**config.mk**
```make
export PLATFORM = sky130hd
export DESIGN_NAME = dual_timecmp
export DESIGN_NICKNAME = d
export VERILOG_FILES = /design/src/rtl/dual_timecmp_pkg.sv /design/src/rtl/dual_timecmp_regs.sv /design/src/rtl/dual_timecmp_cmp.sv /design/src/rtl/dual_timecmp.sv
export SDC_FILE = /design/constraint.sdc
export NUM_CORES = 1
export LEC_CHECK = 0
export BUFFER_PORTS_ARGS = -buffer_cell sky130_fd_sc_hd__clkbuf_2
export CAP_MARGIN = 20
export CORE_MARGIN = 1.5
export CORE_UTILIZATION = 50
export CTS_BUF_LIST = sky130_fd_sc_hd__clkbuf_2 sky130_fd_sc_hd__clkbuf_4 sky130_fd_sc_hd__clkbuf_8
export DETAILED_ROUTE_END_ITERATION = 8
export PLACE_DENSITY = 0.75
export RECOVER_POWER = 25
export SYNTH_ARGS = -nofsm -noshare
export SYNTH_HDL_FRONTEND = slang
export SYNTH_SLANG_ARGS = --single-unit
```
**constraint.sdc**
```tcl
create_clock -name clk -period 5.3 [get_ports clk]
set_clock_uncertainty 0.15 [all_clocks]
set_input_delay 0.795 -clock clk [delete_from_list [all_inputs] [get_ports clk]]
set_output_delay 0.795 -clock clk [all_outputs]
set_load 0.02 [all_outputs]
```
**src/rtl/dual_timecmp_pkg.sv**
```systemverilog
package dual_timecmp_pkg;
    localparam int SEL_W = 2;

    typedef enum logic [SEL_W-1:0] {
        SEL_SCMP = 2'd0,
        SEL_GCMP = 2'd1,
        SEL_GOFS = 2'd2,
        SEL_NONE = 2'd3
    } reg_sel_e;
endpackage

```
**src/rtl/dual_timecmp_regs.sv**
```systemverilog
module dual_timecmp_regs
    import dual_timecmp_pkg::*;
#(
    parameter int TW = 64
) (
    input  logic             clk,
    input  logic             rst_n,
    input  logic             wen,
    input  logic [SEL_W-1:0] sel,
    input  logic [TW-1:0]    wdata,
    output logic [TW-1:0]    rdata,
    output logic [TW-1:0]    scmp_o,
    output logic [TW-1:0]    gcmp_o,
    output logic [TW-1:0]    gofs_o
);
    typedef struct packed {
        logic [TW-1:0] scmp;
        logic [TW-1:0] gcmp;
        logic [TW-1:0] gofs;
    } regs_t;

    regs_t regs_d, regs_q;
    reg_sel_e sel_e;

    assign sel_e = reg_sel_e'(sel);

    always_comb begin
        regs_d = regs_q;
        if (wen) begin
            unique case (sel_e)
                SEL_SCMP: regs_d.scmp = wdata;
                SEL_GCMP: regs_d.gcmp = wdata;
                SEL_GOFS: regs_d.gofs = wdata;
                default:  regs_d = regs_q;
            endcase
        end
    end

    always_ff @(posedge clk) begin
        if (!rst_n) regs_q <= '0;
        else        regs_q <= regs_d;
    end

    always_comb begin
        unique case (sel_e)
            SEL_SCMP: rdata = regs_q.scmp;
            SEL_GCMP: rdata = regs_q.gcmp;
            SEL_GOFS: rdata = regs_q.gofs;
            default:  rdata = '0;
        endcase
    end

    assign scmp_o = regs_q.scmp;
    assign gcmp_o = regs_q.gcmp;
    assign gofs_o = regs_q.gofs;
endmodule

```
**src/rtl/dual_timecmp_cmp.sv**
```systemverilog
module dual_timecmp_cmp #(
    parameter int TW      = 64,
    parameter bit HAS_OFS = 1'b0
) (
    input  logic          clk,
    input  logic          rst_n,
    input  logic [TW-1:0] time_i,
    input  logic [TW-1:0] ofs_i,
    input  logic [TW-1:0] cmp_i,
    output logic          pend_o
);
    logic [TW-1:0] eff_time;
    logic          pend_d, pend_q;

    generate
        if (HAS_OFS) begin : g_ofs
            // modulo 2^TW sum, carry out dropped on purpose
            assign eff_time = time_i + ofs_i;
        end else begin : g_raw
            logic unused_ofs;
            assign unused_ofs = ^ofs_i;
            assign eff_time   = time_i;
        end
    endgenerate

    always_comb begin
        pend_d = (eff_time >= cmp_i);
    end

    always_ff @(posedge clk) begin
        if (!rst_n) pend_q <= 1'b0;
        else        pend_q <= pend_d;
    end

    assign pend_o = pend_q;
endmodule

```
**src/rtl/dual_timecmp.sv**
```systemverilog
module dual_timecmp
    import dual_timecmp_pkg::*;
#(
    parameter int TW = 64
) (
    input  logic             clk,
    input  logic             rst_n,
    input  logic [TW-1:0]    time_i,
    input  logic             reg_wen,
    input  logic [SEL_W-1:0] reg_sel,
    input  logic [TW-1:0]    reg_wdata,
    output logic [TW-1:0]    reg_rdata,
    output logic             s_pend,
    output logic             g_pend
);
    logic [TW-1:0] scmp_w, gcmp_w, gofs_w;

    dual_timecmp_regs #(.TW(TW)) u_regs (
        .clk    (clk),
        .rst_n  (rst_n),
        .wen    (reg_wen),
        .sel    (reg_sel),
        .wdata  (reg_wdata),
        .rdata  (reg_rdata),
        .scmp_o (scmp_w),
        .gcmp_o (gcmp_w),
        .gofs_o (gofs_w)
    );

    dual_timecmp_cmp #(.TW(TW), .HAS_OFS(1'b0)) u_sup (
        .clk    (clk),
        .rst_n  (rst_n),
        .time_i (time_i),
        .ofs_i  ('0),
        .cmp_i  (scmp_w),
        .pend_o (s_pend)
    );

    dual_timecmp_cmp #(.TW(TW), .HAS_OFS(1'b1)) u_gst (
        .clk    (clk),
        .rst_n  (rst_n),
        .time_i (time_i),
        .ofs_i  (gofs_w),
        .cmp_i  (gcmp_w),
        .pend_o (g_pend)
    );
endmodule

```
==> metrics.cfg <==
[routing]
ant_nets=0
wl_per_cell_um=18.1
drtPass1Iterations=6
drt-initial-drc-count=1255
vias_per_cell=5.84
wirelength_mm=46.4
vias=14994
remaining_drc_errors=0

[clocking]
cts_hold_buf=0
root_buffer=clkbuf_8
cts_setup_buffers=0
cts_made_buffers=17
htreeDepth=4
clk_pin_slew_worst_paths_ns=0.11
post_cts_resized=0
cts_num_sinks=194
insertion_delay_ns=0.50
cts_buffer_depth=2
tritoncts=done

[global_routing]
grt_start_max_net_pins=77
grt_pass1_wl_mm=73.7
track_usage_pct=29.3
grt_pass1_vias=14207
antenna_found_initial=2
grt-ovfl-total=0

[floorplanning]
ios=199
chipHeight_um=178
fp-row-count=63
core_um2=29900
dieArea_um2=31700
initial_utilization_pct=51.2
fp.dieW_um=178

[setup_path]
path_max_fanout=68
rr_startpoint=u_regs.gofs_o[0]
rrSetupSlack_ns=0.84
critPathLaunchType=input port
reg2reg_depth=20
crit_arrival_ns=5.02
cp-startpoint=reg_sel[1]
r2r-end=u_gst.pend_o
required_ns=5.56
critPathCapture=u_regs.gcmp_o[27]
cp-end-kind=flip-flop
critPathKind=input port to flip-flop

[logic_synthesis]
syn-num-nets=2363
synth_edf_count=0
synth_top_area_share_pct=25.4
synth_area_um2=15300
ys_seq_elements=194
yosysWarnings=0
syn_area_per_cell_um2=7.51
synthTopCellsByArea=dfxtp_1 25%, ha_1 16%, nand2_1 12%, a21boi_0 9.5%, a21o_1 4.6%
yosys.area.top_type=dfxtp_1
synthCells=2038
yosysUniqueCellTypes=66
synth.most_common_cell=nand2_1
synthFlopType=dfxtp_1
yosysSeqAreaShare_pct=25.4
synthArstFlopShare_pct=0
synth_commonest_cells=502 x nand2_1, 194 x a21boi_0, 194 x dfxtp_1

[pwr]
switchingPower_w=0.00119
p_sw_share_pct=34.4
power.density_nw_per_um2=205
clkPwrFrac_pct=29.4
peakVddDrop_v=0.000177
seqPwrFrac_pct=44.7
pwr-share-comb_pct=25.9
p_leak_nw=7.12
power.internal_w=0.00227

[sta]
worstMarginPinSlew_ns=2.07
post-route-min-period_ns=4.76
post-route-period-util_pct=89.8
worst_slack_ns=0.538
setup_viol=0
relSlewSlack_pct=-38.1
rsz0062_at_grt=false
hold_viol=0
max_freq_ghz=0.210
slew_violations=104
setup-tns-final_ns=0

[placement]
placed_cell_area_um2=16500
dp_hpwl_mm=35.0
place_ws_ns=0.336
place.gp.congestion=0.935
io_buffers=198

[layout]
final_core_util_pct=56.7
final_nets=2491
area_growth_pct=10.6
fillCellCount=2864
drive_gt1_share_pct=11.9
fin_area_um2=16900
seq_area_um2=3880
multi_input_area_um2=10500

[hold_path]
hold_class=flip-flop to flip-flop
whs_path_depth=2

[status]
status=finished with violations
violations=max-capacitance violations, max-slew violations

[job]
drv_cap=2

metrics by stage:
step                hold WS, ns  std cells  power, W
floorplan                 0.306       2038   0.00217
global placement          0.316       2537   0.00245
detailed placement        0.323       2537   0.00246
CTS                       0.339       2568   0.00347
global route              0.362       2569   0.00364
finish                    0.337       2569   0.00347
worst min-delay path by stage:
stage | start | end | slack (ns)
floorplan | u_regs.scmp_o[10] | u_regs.scmp_o[10] | 0.31
global placement | u_regs.scmp_o[36] | u_regs.scmp_o[36] | 0.32
detailed placement | u_regs.scmp_o[35] | u_regs.scmp_o[35] | 0.32
CTS | u_regs.gcmp_o[57] | u_regs.gcmp_o[57] | 0.34
global route | u_regs.scmp_o[18] | u_regs.scmp_o[18] | 0.36
finish | u_regs.gcmp_o[57] | u_regs.gcmp_o[57] | 0.34
cell type report:
cell class / count / share of cell area (%)
repair buffers: 214 / 6.68
flip-flops and latches: 194 / 22.9
inverters: 144 / 3.19
multi-input cells: 1595 / 62.0
clock buffers: 18 / 1.46
diodes: 1 / 0.0148
clock inverters: 13 / 0.857
well taps: 390 / 2.88
logic make-up (layout without fill, tap and decap cells):
family / Yosys count / after routing / synth area share (%)
buffers and inverters: 249 / 389 / 6.17
adders and majority gates: 192 / 192 / 15.7
other: 0 / 1 / 0
DFF: 194 / 194 / 25.4
muxes: 65 / 65 / 4.25
AOI/OAI and AO/OA: 591 / 591 / 26.0
xor gates and xnor gates: 61 / 61 / 3.49
and+or+nand+nor: 686 / 686 / 19.0
worst max-delay path, cell delays in order:
cell and delay (ns):
clkbuf_1 0.08, clkbuf_2 0.81, and3b_1 1.37, buf_1 1.56, nand2_1 0.15, a21boi_0 0.24
layout by cell type, fill, tap and decap left out, types with 13 or more instances in the layout:
| cell | instances |
|---|---|
| nor2_1 | 52 |
| xnor2_1 | 41 |
| nand2_1 | 501 |
| buf_4 | 14 |
| dfxtp_1 | 194 |
| xor2_1 | 20 |
| nor3_1 | 13 |
| a21o_1 | 93 |
| nand4_1 | 46 |
| clkbuf_8 | 18 |
| a21boi_0 | 194 |
| ha_1 | 191 |
| clkbuf_2 | 194 |
| o21ai_0 | 116 |
| nand3_1 | 16 |
| inv_1 | 144 |
| o21a_1 | 15 |
| a21oi_1 | 100 |
| mux2i_1 | 65 |
power by group through the flow:
| stage | Sequential (W) | Combinational (W) | Clock (W) |
|---|---|---|---|
| floorplan | 0.00157 | 0.000606 | 0 |
| global placement | 0.00158 | 0.000867 | 0 |
| detailed placement | 0.00158 | 0.000883 | 0 |
| CTS | 0.00155 | 0.000888 | 0.00103 |
| global route | 0.00156 | 0.00100 | 0.00108 |
| finish | 0.00155 | 0.000897 | 0.00102 |
flip-flops by register name, indices dropped and copies added, names as in the netlist:
signal         count
u_regs.gcmp_o     64
u_regs.gofs_o     64
u_regs.scmp_o     64
u_gst.pend_o       1
u_sup.pend_o       1
metal layers:
| layer | GRT usage, % | up-vias | part of all wire, % |
|---|---|---|---|
| met5 | 0 | - | 0.028 |
| met4 | 8.61 | 2 | 2.3 |
| met3 | 3.96 | 81 | 6.9 |
| met2 | 48.5 | 582 | 46 |
| met1 | 39.5 | 7056 | 45 |
| li1 | - | 7273 | - |
Note: power is estimated with default switching activity, not from simulation.
